`config.mk`:
```
export PLATFORM = sky130hd
export DESIGN_NAME = chan_dehash
export DESIGN_NICKNAME = d
export VERILOG_FILES = /design/src/rtl/dh_pkg.sv /design/src/rtl/dh_stage.sv /design/src/rtl/dh_plan.sv /design/src/rtl/chan_dehash.sv
export SDC_FILE = /design/constraint.sdc
export NUM_CORES = 1
export LEC_CHECK = 0
export BUFFER_PORTS_ARGS = -buffer_cell sky130_fd_sc_hd__buf_2
export CORE_MARGIN = 8
export CORE_UTILIZATION = 40
export CTS_CLUSTER_SIZE = 28
export DETAILED_ROUTE_END_ITERATION = 16
export PLACE_DENSITY = 0.59
export SLEW_MARGIN = 30
export SYNTH_ARGS = -nofsm -noshare
export SYNTH_HDL_FRONTEND = slang
export SYNTH_HIERARCHICAL = 1
export SYNTH_SLANG_ARGS = --single-unit
export TNS_END_PERCENT = 30
```
`constraint.sdc`:
```
create_clock -name clk -period 7.6 [get_ports clk]
set_input_delay 0.76 -clock clk [delete_from_list [all_inputs] [get_ports clk]]
set_output_delay 0.76 -clock clk [all_outputs]
set_load 0.02 [all_outputs]
```
`src/rtl/dh_pkg.sv`:
```
package dh_pkg;
   typedef enum logic {
      GEN_OLD = 1'b0,
      GEN_NEW = 1'b1
   } dh_gen_e;

   localparam int unsigned NST = 4;

   // Hash sources per stage: {64K, 2M, 1G}
   localparam int unsigned HX_OLD [3][3] = '{'{18, 23, 32}, '{16, 21, 30}, '{17, 22, 31}};
   localparam int unsigned HX_NEW [4][3] = '{'{16, 21, 30}, '{17, 22, 31}, '{18, 23, 32}, '{19, 24, 33}};
   localparam int unsigned TG_OLD [3]    = '{8, 12, 13};
   localparam int unsigned TG_NEW [4]    = '{8, 12, 13, 14};
   localparam int unsigned FOLD_BIT      = 14;
   localparam int unsigned MIN_AW        = 34;
endpackage

```
`src/rtl/dh_stage.sv`:
```
module dh_stage #(
   parameter int unsigned AW = 52,
   parameter int unsigned PW = 6
) (
   input  logic [AW-1:0] a_in,
   input  logic [PW-1:0] tgt,
   input  logic [AW-1:0] mask,
   input  logic          act,
   output logic [AW-1:0] a_out
);
   logic flip;

   always_comb begin
      flip  = act & (^(a_in & mask));
      a_out = a_in;
      if (flip) a_out[tgt] = ~a_in[tgt];
   end

   // a stage inverts at most one bit
   always_comb begin
      p_single_flip_r3: assert ($countones(a_in ^ a_out) <= 1)
         else $error("stage changed more than one bit");
   end
endmodule

```
`src/rtl/dh_plan.sv`:
```
module dh_plan
   import dh_pkg::*;
#(
   parameter int unsigned AW = 52,
   parameter int unsigned PW = 6,
   parameter int unsigned CW = 6
) (
   input  dh_gen_e       gen,
   input  logic [PW-1:0] ipos,
   input  logic [CW-1:0] dies,
   input  logic [CW-1:0] socks,
   input  logic [CW-1:0] chans,
   input  logic          h64k,
   input  logic          h2m,
   input  logic          h1g,
   output logic [PW-1:0] tgt  [NST],
   output logic [AW-1:0] mask [NST],
   output logic [NST-1:0] act,
   output logic          err
);
   function automatic logic [AW-1:0] bm(input int unsigned pos);
      logic [AW-1:0] m;
      m      = '0;
      m[pos] = 1'b1;
      return m;
   endfunction

   function automatic logic [AW-1:0] gated(input int unsigned p64, input int unsigned p2m,
                                          input int unsigned p1g);
      return (h64k ? bm(p64) : '0) | (h2m ? bm(p2m) : '0) | (h1g ? bm(p1g) : '0);
   endfunction

   always_comb begin
      for (int s = 0; s < NST; s++) begin
         tgt[s]  = '0;
         mask[s] = '0;
      end
      act = '0;
      err = 1'b0;
      unique case (gen)
         GEN_OLD: begin
            err = !(ipos == PW'(8) || ipos == PW'(9)) || dies > CW'(1) || socks > CW'(1) ||
                  !(chans == CW'(2) || chans == CW'(4) || chans == CW'(8));
            for (int s = 0; s < 3; s++) begin
               tgt[s]  = (s == 0) ? ipos : PW'(TG_OLD[s]);
               mask[s] = gated(HX_OLD[s][0], HX_OLD[s][1], HX_OLD[s][2]);
            end
            mask[0] = mask[0] | bm(FOLD_BIT);
            act[0]  = 1'b1;
            act[1]  = chans >= CW'(4);
            act[2]  = chans == CW'(8);
         end
         GEN_NEW: begin
            err = ipos != PW'(8) || dies > CW'(1) || socks > CW'(2) ||
                  chans == '0 || chans > CW'(16);
            for (int s = 0; s < 4; s++) begin
               tgt[s]  = PW'(TG_NEW[s]);
               mask[s] = gated(HX_NEW[s][0], HX_NEW[s][1], HX_NEW[s][2]);
            end
            if (socks == CW'(1)) mask[0] = mask[0] | bm(FOLD_BIT);
            act[0] = 1'b1;
            act[1] = chans > CW'(2);
            act[2] = chans > CW'(4);
            act[3] = chans > CW'(8);
         end
         default: err = 1'b1;
      endcase
   end
endmodule

```
`src/rtl/chan_dehash.sv`:
```
module chan_dehash
   import dh_pkg::*;
#(
   parameter int unsigned AW = 52,
   parameter int unsigned PW = $clog2(AW),
   parameter int unsigned CW = 6
) (
   input  logic          clk,
   input  logic          rst,
   input  logic          in_valid,
   input  logic [AW-1:0] in_addr,
   input  logic          in_gen,
   input  logic [PW-1:0] in_ipos,
   input  logic [CW-1:0] in_dies,
   input  logic [CW-1:0] in_socks,
   input  logic [CW-1:0] in_chans,
   input  logic          in_h64k,
   input  logic          in_h2m,
   input  logic          in_h1g,
   output logic          out_valid,
   output logic [AW-1:0] out_addr,
   output logic          out_err
);
   localparam logic [AW-1:0] TOUCH = AW'((1 << 8) | (1 << 9) | (1 << 12) | (1 << 13) | (1 << 14));

   generate
      if (AW < MIN_AW) begin : g_aw_chk
         $error("AW too small for the highest hash source bit");
      end
      if ((1 << PW) < AW) begin : g_pw_chk
         $error("PW cannot address every bit of AW");
      end
      if (CW < 5) begin : g_cw_chk
         $error("CW cannot hold a channel count of 16");
      end
   endgenerate

   logic [PW-1:0]  st_tgt  [NST];
   logic [AW-1:0]  st_mask [NST];
   logic [NST-1:0] st_act;
   logic           cfg_err;
   logic [AW-1:0]  chain [NST+1];
   logic [AW-1:0]  result;

   dh_plan #(.AW(AW), .PW(PW), .CW(CW)) u_plan (
      .gen   (dh_gen_e'(in_gen)),
      .ipos  (in_ipos),
      .dies  (in_dies),
      .socks (in_socks),
      .chans (in_chans),
      .h64k  (in_h64k),
      .h2m   (in_h2m),
      .h1g   (in_h1g),
      .tgt   (st_tgt),
      .mask  (st_mask),
      .act   (st_act),
      .err   (cfg_err)
   );

   assign chain[0] = in_addr;

   generate
      for (genvar s = 0; s < NST; s++) begin : g_stage
         dh_stage #(.AW(AW), .PW(PW)) u_st (
            .a_in  (chain[s]),
            .tgt   (st_tgt[s]),
            .mask  (st_mask[s]),
            .act   (st_act[s]),
            .a_out (chain[s+1])
         );
      end
   endgenerate

   assign result = cfg_err ? in_addr : chain[NST];

   always_ff @(posedge clk) begin
      if (rst) begin
         out_valid <= 1'b0;
         out_addr  <= '0;
         out_err   <= 1'b0;
      end else begin
         out_valid <= in_valid;
         if (in_valid) begin
            out_addr <= result;
            out_err  <= cfg_err;
         end
      end
   end

   p_lat_r2: assert property (@(posedge clk) disable iff (rst) in_valid |=> out_valid)
      else $error("valid not forwarded");
   p_idle_r2: assert property (@(posedge clk) disable iff (rst) !in_valid |=> !out_valid)
      else $error("spurious valid");
   p_hold_r2: assert property (@(posedge clk) disable iff (rst)
      !in_valid |=> ($stable(out_addr) && $stable(out_err)))
      else $error("outputs moved while idle");
   p_keep_on_err_r5: assert property (@(posedge clk) disable iff (rst)
      (in_valid && cfg_err) |=> (out_err && out_addr == $past(in_addr)))
      else $error("illegal config altered address");
   p_touch_r10: assert property (@(posedge clk) disable iff (rst)
      in_valid |=> (((out_addr ^ $past(in_addr)) & ~TOUCH) == '0))
      else $error("non-interleave bit changed");
   p_one_stage_r7: assert property (@(posedge clk) disable iff (rst)
      (in_valid && !cfg_err && in_gen && in_chans <= CW'(2)) |=>
      (((out_addr ^ $past(in_addr)) & ~AW'(1 << 8)) == '0))
      else $error("extra stage ran for two channels");
endmodule

```
==> impl_metrics.py, run 1 <==
metrics = {
    "timing": {
        "rsz0062_at_grt": "false",
        "slew_violations": 0,
        "max_freq_mhz": 147,
        "holdWs_ps": 483,
        "hold_violations": 0,
        "fin_tns_setup_ps": 0,
        "slew_headroom_pct": 13.4,
        "worst_slew_pin_slew_ps": 1290,
        "setup_viol_count_final": 0,
        "finClkSkew_ps": 0,
        "worst_slack_ps": 778,
        "min_period_over_period_pct": 89.8,
        "post-route-min-period_ps": 6820,
    },
    "power_and_ir_drop": {
        "p_per_area_nw_per_um2": 223,
        "ir_drop_mv": 0.472,
        "power_leakage_uw": 0.00526,
    },
    "drt": {
        "vias": 12300,
        "ant_nets": 0,
        "vias_per_cell": 5.52,
        "drc": 0,
        "routed_wl_um": 50600,
        "firstDrtPassIters": 5,
        "wl_per_cell_um": 22.8,
        "drt-initial-drc-count": 1460,
    },
    "yosys": {
        "ys_ff_latch": 54,
        "synth_cells": 1753,
        "synth_edf_count": 0,
        "async_reset_ff_share_pct": 0,
        "synth_area_leaders": "mux2_2 13%, buf_4 12%, xnor2_1 9.2%, dfxtp_1 8.1%, nand2_1 7.2%",
        "yosys.cell_types.count": 59,
        "synth_top_area_share_pct": 12.9,
        "yosys.area.top_type": "mux2_2",
        "ys_warn_count": 6,
        "syn_avg_cell_area_um2": 7.64,
        "synthesis.area_um2": 13400,
        "yosysSeqAreaShare_pct": 8.07,
        "synth_flop_cell": "dfxtp_1",
    },
    "die": {
        "die_h_um": 199,
        "rows": 67,
        "ios": 137,
        "die_x_um": 199,
        "die_area_um2": 39600,
        "start_util_pct": 40.3,
        "fp.coreArea_um2": 33300,
    },
    "worst_setup_path": {
        "crit_top_cell": "xnor2_1",
        "rrSetupSlack_ps": 6870,
        "crit_path_max_fanout": 18,
        "path_class": "input pin to flop",
        "rr_worst_depth": 2,
        "reg2reg_to": "out_addr[21]$_SDFFE_PP0P_",
        "cpMaxStageDelayCell": "mux2_2",
        "critPathLaunchType": "input pin",
        "rr_startpoint": "out_addr[21]$_SDFFE_PP0P_",
        "cp_data_arrival_time_ps": 7030,
        "end_kind": "flop",
        "worstPathRequired_ps": 7810,
        "slowest_delay_ps": 450,
    },
    "grt": {
        "grt_pass1_wl_um": 73200,
        "antenna_found_initial": 1,
        "grt_pass1_vias": 11300,
        "grt_max_degree": 107,
        "grt.overflow.total": 0,
        "grt_usage_pct": 24.6,
    },
    "placed_design": {
        "portBuffers": 135,
        "pre_cts_ws_ps": 534,
        "detailed_place_hpwl_um": 39900,
        "place.gp.congestion": 0.980,
    },
    "finish": {
        "layout_commonest_cell": "nand2_1",
        "mostFrequentLayoutCells": "257 x nand2_1, 202 x conb_1, 154 x mux2_2, 140 x xnor2_1, 134 x buf_2",
        "n_antenna_cell": 0,
        "area_growth_pct": 0.523,
        "n_fill_cell": 3544,
        "layout.nets": 1859,
        "drive_gt1_share_pct": 21.4,
    },
    "outcome": {
        "status": "finished, final reports clean",
    },
    "clocking": {
        "cts_root_buf": "clkbuf_16",
        "cts_hold_buffers": 0,
        "cts_max_path_buffers": 2,
        "clk_latency_ps": 290,
        "clk_pin_slew_ps": 70,
        "cts.sinks": 54,
        "cts_setup_buffers": 0,
        "ctsResizeCount": 0,
        "cts_tree": "built",
        "cts-buffers-inserted": 5,
        "htreeDepth": 2,
    },
    "worst_hold_path": {
        "hold_depth": 2,
        "min_to": "out_addr[3]$_SDFFE_PP0P_",
        "hp-class": "flop to flop",
        "hold_start": "out_addr[3]$_SDFFE_PP0P_",
    },
    "job": {
        "maxCapViolCount": 0,
    },
}
worst max-delay path by stage:
| stage | start | end | slack, ps | cells past startpoint |
|---|---|---|---|---|
| 4_1_cts | in_socks[5] | out_addr[12]$_SDFFE_PP0P_ | 810 | 30 |
| 6_report | in_socks[5] | out_addr[12]$_SDFFE_PP0P_ | 780 | 30 |
| 3_3_place_gp | in_socks[5] | out_addr[12]$_SDFFE_PP0P_ | 560 | 30 |
| 2_1_floorplan | in_gen | out_addr[12]$_SDFFE_PP0P_ | 680 | 32 |
| 5_1_grt | in_socks[5] | out_addr[12]$_SDFFE_PP0P_ | 330 | 30 |
| 3_5_place_dp | in_socks[5] | out_addr[12]$_SDFFE_PP0P_ | 530 | 30 |
state kept, by name, summed over array words and instances, names as in the netlist:
| name | flops |
|---|---|
| out_addr | 52 |
| out_err | 1 |
| out_valid | 1 |
through the flow:
stage | std cells | utilization (%) | area [um^2] | total power (uW)
after floorplan | 1953 | - | 14100 | 2560
after global placement | 2217 | 39.9 | 13300 | 2620
after detailed placement | 2217 | 39.9 | 13300 | 2620
after CTS | 2225 | 40.4 | 13500 | 2890
after global routing | 2225 | 40.5 | 13500 | 3160
final | 2225 | 40.5 | 13500 | 3010
metal layers:
metal / global-route usage [%] / wire length (um) / vias to the layer above
met5: 0 / 0 / -
met4: 11.3 / 2600 / 0
met3: 3.94 / 4540 / 129
met2: 38.5 / 22100 / 641
met1: 32.7 / 21400 / 5712
li1: - / - / 5805
worst max-delay path: cells and delay by family:
kind	cells	cell delay, ps
AND/OR/NAND/NOR	10	1760
buffers and inverters	2	310
multiplexers	5	1420
AO/OA/AOI/OAI	3	470
XOR/XNOR	10	2320
cells in the mapped netlist, types with 5 or more instances:
cell,n
nor4b_1,8
nor4_1,51
mux2i_1,80
clkbuf_1,66
o22ai_1,8
xnor2_1,140
nor2b_1,27
nand2b_1,18
o221ai_1,6
xor2_1,50
or3_1,8
nor4b_2,15
dfxtp_1,54
o21ai_0,30
mux2_2,154
nor4_2,12
and2_1,5
nand3_1,21
a21oi_1,21
buf_1,9
nand2_1,257
buf_4,220
buf_2,32
buf_6,9
inv_1,7
o22a_1,7
nor3_1,132
mux4_2,17
a211oi_1,63
nor2_1,90
mux2_1,65
nand3b_1,8
or2_2,9
buf_8,5
area by class of cell:
type | instances | area (um^2) | share of cell area [%]
inverters | 7 | 26.3 | 0.195
flip-flops and latches | 54 | 1080 | 8.03
repair buffers | 158 | 855 | 6.35
multi-input cells | 1550 | 10800 | 80.0
well taps | 448 | 561 | 4.16
clock buffers | 5 | 125 | 0.929
clock inverters | 3 | 48.8 | 0.362
logic make-up (layout without fill, tap and decap cells):
kind of cell,after synthesis,count (layout),share of synthesized area (%)
simple gates,675,675,25.6
buf+inv,349,173,17.2
mux,316,316,27.2
xor+xnor,198,198,13.8
compound gates,159,159,8.11
flops,54,54,8.07
other cells,2,202,0.0561
report_power, final:
| part | switching [uW] | leakage, uW | total [uW] | internal, uW |
|---|---|---|---|---|
| Clock | 107 | 0.0000819 | 265 | 158 |
| Combinational | 1750 | 0.00473 | 2430 | 679 |
| Sequential | 10.2 | 0.000449 | 313 | 303 |
Power figures use the tool's default switching activity.
==> run 2, diff against run 1 <==
--- a/config.mk
+++ b/config.mk
@@ -8,10 +8,10 @@
 export BUFFER_PORTS_ARGS = -buffer_cell sky130_fd_sc_hd__buf_2
 export CORE_MARGIN = 8
 export CORE_UTILIZATION = 40
+export CTS_BUF_LIST = sky130_fd_sc_hd__clkbuf_8
 export CTS_CLUSTER_SIZE = 28
 export DETAILED_ROUTE_END_ITERATION = 16
 export PLACE_DENSITY = 0.59
-export SLEW_MARGIN = 30
 export SYNTH_ARGS = -nofsm -noshare
 export SYNTH_HDL_FRONTEND = slang
 export SYNTH_HIERARCHICAL = 1
==> run 2 against run 1 <==
  * Clock-buffer cell count is the same
  * Via count rose by 0.23%
  * Clock skew is the same
  * Sequential share of layout area is essentially flat
  * Largest cell class unchanged
  * Global-route usage about the same
  * Power fell by 2.0%
==> impl_metrics.py, run 2 (synthesis results as in run 1) <==
metrics = {
    "die": {
        "die_area_um2": 39600,
        "rows": 67,
        "die_x_um": 199,
        "ios": 137,
        "start_util_pct": 40.3,
        "die_h_um": 199,
        "fp.coreArea_um2": 33300,
    },
    "clocking": {
        "cts-buffers-inserted": 5,
        "cts_setup_buffers": 0,
        "clk_pin_slew_ps": 100,
        "htreeDepth": 2,
        "cts_tree": "built",
        "cts_root_buf": "clkbuf_8",
        "cts.sinks": 54,
        "clk_latency_ps": 310,
        "cts_hold_buffers": 0,
        "ctsResizeCount": 0,
        "cts_max_path_buffers": 2,
    },
    "worst_hold_path": {
        "hold_depth": 2,
        "hp-class": "flop to flop",
    },
    "finish": {
        "design_area_um2": 13400,
        "top_register": "out_addr",
        "reg_top3": "out_addr x52, out_err x1, out_valid x1",
        "largest_reg_flops": 52,
        "drive_gt1_share_pct": 21.4,
        "area_growth_pct": 0.0564,
        "n_fill_cell": 3550,
        "layout.nets": 1859,
        "n_antenna_cell": 0,
        "layout_commonest_cell": "nand2_1",
        "mostFrequentLayoutCells": "257 x nand2_1, 202 x conb_1, 154 x mux2_2, 140 x xnor2_1, 135 x buf_2",
    },
    "worst_setup_path": {
        "path_class": "input pin to flop",
        "slowest_delay_ps": 450,
        "rr_worst_depth": 2,
        "cp_data_arrival_time_ps": 7050,
        "crit_top_cell": "xnor2_1",
        "cpMaxStageDelayCell": "mux2_2",
        "crit_path_max_fanout": 18,
        "worstPathRequired_ps": 7830,
        "end_kind": "flop",
        "critPathLaunchType": "input pin",
    },
    "job": {
        "maxCapViolCount": 0,
    },
    "timing": {
        "max_freq_mhz": 147,
        "holdWs_ps": 487,
        "finClkSkew_ps": 0,
        "post-route-min-period_ps": 6820,
        "slew_headroom_pct": 16.3,
        "rsz0062_at_grt": "false",
        "slew_violations": 0,
        "fin_tns_setup_ps": 0,
        "setup_viol_count_final": 0,
        "min_period_over_period_pct": 89.7,
        "hold_violations": 0,
        "worst_slew_pin_slew_ps": 1240,
    },
    "grt": {
        "grt_usage_pct": 24.5,
        "grt_pass1_vias": 11300,
        "grt_max_degree": 107,
        "grt.overflow.total": 0,
        "antenna_found_initial": 1,
        "grt_pass1_wl_um": 73200,
    },
    "drt": {
        "drc": 0,
        "routed_wl_um": 50500,
        "ant_nets": 0,
        "wl_per_cell_um": 22.7,
        "drt-initial-drc-count": 1459,
        "vias": 12300,
        "firstDrtPassIters": 5,
        "vias_per_cell": 5.53,
    },
    "power_and_ir_drop": {
        "ir_drop_mv": 0.470,
        "p_total_uw": 2950,
        "p_per_area_nw_per_um2": 220,
        "power_leakage_uw": 0.00523,
    },
    "placed_design": {
        "detailed_place_hpwl_um": 39900,
        "dpl_cell_area_um2": 13300,
        "portBuffers": 135,
        "place.gp.congestion": 0.980,
    },
    "outcome": {
        "status": "finished, final reports clean",
    },
}
run 2: cell counts in the layout (fill, tap and decap cells not counted):
No cell type changed its count.
run 2: area by class of cell:
cell class | count | area, um^2 | area share (%)
repair buffers | 158 | 848 | 6.33
clock buffers | 5 | 68.8 | 0.513
well taps | 448 | 561 | 4.18
clock inverters | 3 | 48.8 | 0.364
flip-flops and latches | 54 | 1080 | 8.06
inverters | 7 | 26.3 | 0.196
multi-input cells | 1550 | 10800 | 80.4
run 2: per-layer routing:
layer | wire length (um) | track usage, %
met5 | 0 | 0
met4 | 2570 | 11.3
met3 | 4540 | 3.89
met2 | 22100 | 38.4
met1 | 21300 | 32.6
run 2: where the power goes:
part	internal, uW	total (uW)	switching [uW]
clock	100	201	101
combinational	679	2430	1750
sequential	303	313	10.3
run 2: per-stage QoR:
step / worst slack [ps] / utilization (%) / std cells
3_3_place_gp: 558 / 39.9 / 2217
6_report: 780 / 40.3 / 2225
3_5_place_dp: 534 / 39.9 / 2217
2_1_floorplan: 676 / - / 1953
5_1_grt: 353 / 40.3 / 2225
4_1_cts: 834 / 40.3 / 2225
run 2: worst paths after layout:
check / slack (ps) / to / from
max reg2reg: 6840 / out_addr[21]$_SDFFE_PP0P_ / out_addr[21]$_SDFFE_PP0P_
min: 490 / out_addr[3]$_SDFFE_PP0P_ / out_addr[3]$_SDFFE_PP0P_
max: 780 / out_addr[12]$_SDFFE_PP0P_ / in_socks[5]
min reg2reg: 490 / out_addr[3]$_SDFFE_PP0P_ / out_addr[3]$_SDFFE_PP0P_
run 2: worst max-delay path, delay by kind of cell:
kind / cells / cell delay, ps
multiplexers: 5 / 1420
buffers and inverters: 2 / 310
AND/OR/NAND/NOR: 10 / 1780
XOR/XNOR: 10 / 2320
AO/OA/AOI/OAI: 3 / 460
==> run 3, diff against run 2 <==
--- a/config.mk
+++ b/config.mk
@@ -5,13 +5,14 @@
 export SDC_FILE = /design/constraint.sdc
 export NUM_CORES = 1
 export LEC_CHECK = 0
+export ABC_AREA = 1
 export BUFFER_PORTS_ARGS = -buffer_cell sky130_fd_sc_hd__buf_2
 export CORE_MARGIN = 8
 export CORE_UTILIZATION = 40
 export CTS_BUF_LIST = sky130_fd_sc_hd__clkbuf_8
 export CTS_CLUSTER_SIZE = 28
 export DETAILED_ROUTE_END_ITERATION = 16
-export PLACE_DENSITY = 0.59
+export PLACE_DENSITY = 0.58
 export SYNTH_ARGS = -nofsm -noshare
 export SYNTH_HDL_FRONTEND = slang
 export SYNTH_HIERARCHICAL = 1
==> run 3 against run 2 <==
  * Final area rose by 54%
  * Sequential share of layout area shrank 2.8 points
  * Via count is 97% higher
  * Maximum frequency decreased by 3.5%
==> impl_metrics.py, run 3 <==
metrics = {
    "worst_setup_path": {
        "crit_buf_inv": 8,
        "crit_top_cell": "nand2_1",
        "end_kind": "flop",
        "reg2reg_to": "out_addr[26]$_SDFFE_PP0P_",
        "cpLargestDelayFamily": "simple AND/OR/NAND/NOR gates",
        "critPathLaunchType": "input pin",
        "slowest_delay_ps": 230,
        "cp_data_arrival_time_ps": 7330,
        "worstPathRequired_ps": 7860,
        "rr_worst_depth": 2,
        "path_class": "input pin to flop",
        "cpMaxStageDelayCell": "xor2_1",
        "crit_path_max_fanout": 17,
        "rrSetupSlack_ps": 6880,
        "rr_startpoint": "out_addr[26]$_SDFFE_PP0P_",
    },
    "finish": {
        "reg_top3": "out_addr x52, out_err x1, out_valid x1",
        "layout.nets": 4312,
        "largest_reg_flops": 52,
        "top_register": "out_addr",
        "area_growth_pct": 3.96,
        "n_antenna_cell": 0,
        "layout.cells.non_filler": 4894,
        "drive_gt1_share_pct": 12.8,
        "mostFrequentLayoutCells": "1978 x nand2_1, 474 x nor2_1, 281 x inv_1, 271 x o21ai_0, 261 x nand3_1",
        "layout_commonest_cell": "nand2_1",
    },
    "drt": {
        "drc": 0,
        "drt-initial-drc-count": 2822,
        "firstDrtPassIters": 6,
        "vias_per_cell": 4.96,
        "wl_per_cell_um": 15.0,
        "ant_nets": 0,
        "vias": 24300,
        "routed_wl_um": 73600,
    },
    "die": {
        "start_util_pct": 40.5,
        "rows": 81,
        "fp.coreArea_um2": 49000,
        "ios": 137,
        "die_x_um": 239,
        "die_area_um2": 56900,
        "die_h_um": 239,
    },
    "yosys": {
        "yosys.area.top_type": "nand2_1",
        "syn_avg_cell_area_um2": 4.75,
        "synth-xor-area-share_pct": 1.59,
        "synth_cells": 4172,
        "synth_top_family_by_area": "simple AND/OR/NAND/NOR gates",
        "ys_top_cells_by_count": "2011 x nand2_1, 483 x nor2_1, 281 x inv_1, 273 x o21ai_0, 261 x nand3_1",
        "synth_flop_cell": "dfxtp_1",
        "ys_ff_latch": 54,
        "yosys.cell_types.count": 35,
        "yosysMostFrequentCell": "nand2_1",
        "yosysSeqAreaShare_pct": 5.45,
        "synth_top_area_share_pct": 38.1,
        "synth_edf_count": 0,
        "synth_area_leaders": "nand2_1 38%, nor2_1 9.1%, buf_4 9.0%, o21ai_0 6.9%, nand3_1 6.6%",
        "synth_compound_area_share_pct": 9.79,
        "yosys.area_share.simple_pct": 61.7,
        "ys_warn_count": 6,
        "synthesis.area_um2": 19800,
        "synth_adder_area_share_pct": 0,
        "yosys-mux-area-fraction_pct": 0,
        "async_reset_ff_share_pct": 0,
    },
    "clocking": {
        "cts_hold_buffers": 0,
        "cts-buffers-inserted": 5,
        "clk_latency_ps": 320,
        "cts.sinks": 54,
        "cts_max_path_buffers": 2,
        "cts_tree": "built",
        "clk_pin_slew_ps": 110,
        "htreeDepth": 2,
        "cts_root_buf": "clkbuf_8",
    },
    "grt": {
        "grt_usage_pct": 24.2,
        "grt_max_degree": 107,
        "antenna_found_initial": 1,
        "grt.overflow.total": 0,
        "grt_pass1_vias": 19600,
        "grt_pass1_wl_um": 110000,
    },
    "worst_hold_path": {
        "hold_start": "out_addr[19]$_SDFFE_PP0P_",
        "hp-class": "flop to flop",
        "hold_depth": 2,
        "min_to": "out_addr[19]$_SDFFE_PP0P_",
    },
    "timing": {
        "post-route-min-period_ps": 7070,
        "max_freq_mhz": 142,
        "holdWs_ps": 521,
        "slew_violations": 0,
        "slew_headroom_pct": 35.3,
        "setup_viol_count_final": 0,
        "worst_slack_ps": 533,
        "min_period_over_period_pct": 93.0,
        "finClkSkew_ps": 0,
        "hold_violations": 0,
        "worst_slew_pin_slew_ps": 971,
    },
    "job": {
        "maxCapViolCount": 0,
    },
    "placed_design": {
        "place.gp.congestion": 0.966,
        "dp.cells": 4878,
        "portBuffers": 135,
        "pre_cts_ws_ps": -118,
        "detailed_place_hpwl_um": 56700,
    },
    "outcome": {
        "status": "finished, final reports clean",
    },
}
## run 3: changes by cell type after synthesis, moves of 51 or more
| cell | change |
|---|---|
| nand3_1 | +240 |
| nand2_2 | +137 |
| nor3_1 | -103 |
| mux2i_1 | -80 |
| mux2_1 | -65 |
| nand2_1 | +1754 |
| a211oi_1 | -63 |
| inv_1 | +274 |
| xnor2_1 | -116 |
| mux2_2 | -154 |
| o21ai_0 | +243 |
| nor2_1 | +393 |
| o22ai_1 | +58 |
| nor4_1 | -51 |
## run 3: kinds of logic after synthesis
| family | count (synthesis) |
|---|---|
| and+or+nand+nor | 2977 |
| buffers and inverters | 739 |
| DFF | 54 |
| xor gates and xnor gates | 36 |
| other | 2 |
| AOI/OAI and AO/OA | 364 |
## run 3: worst max-delay path by stage
stage | from | endpoint | slack, ps | depth (start not counted)
4_1_cts | in_gen | out_addr[30]$_SDFFE_PP0P_ | 210 | 72
5_1_grt | in_gen | out_addr[37]$_SDFFE_PP0P_ | -50 | 75
3_3_place_gp | in_gen | out_addr[30]$_SDFFE_PP0P_ | 9 | 68
6_report | in_gen | out_addr[7]$_SDFFE_PP0P_ | 530 | 70
3_5_place_dp | in_gen | out_addr[30]$_SDFFE_PP0P_ | -120 | 70
2_1_floorplan | in_gen | out_addr[13]$_SDFFE_PP0P_ | 1090 | 70
## run 3: what timing repair did
| item | in CTS | in global routing |
|---|---|---|
| resized for setup | 0 | 69 |
| setup endpoints to repair | 0 | 52 |
| endpoints found under the hold margin | 0 | 0 |
| setup buffers | 0 | 6 |
## run 3: worst reg2reg max path, stage by stage, from the launching register on
cell     delay, ps
dfxtp_1        430
o21ai_0        100
nor2_1         130
## run 3: through the flow
step	TNS [ps]	area, um^2	utilization (%)
3_5_place_dp	-2210	20100	41.1
5_1_grt	-310	20600	42.1
6_report	0	20600	42.1
2_1_floorplan	0	20600	-
4_1_cts	0	20300	41.4
3_3_place_gp	0	20100	41.1
## run 3: area by class of cell
| cell class | instances | area (um^2) |
|---|---|---|
| clock buffer | 6 | 82.6 |
| sequential | 54 | 1080 |
| timing repair buffer | 271 | 1860 |
| fill | 5618 | 28300 |
| multi-input combinational | 3579 | 15500 |
| inverter | 318 | 1230 |
| tap | 664 | 831 |
| clock inverter | 2 | 38.8 |
## run 3: metal layers
layer  vias up  track usage, %  share of wire (%)
met4         2            8.43                4.1
li1      12500               -                  -
met2      1022            36.9                 42
met5         -               0              0.014
met1     10600            34.5                 44
met3       135            2.87                9.4
Power of run 3 is not shown: default switching activity piles up to over one toggle a cycle in this logic, so the estimate is an artifact.
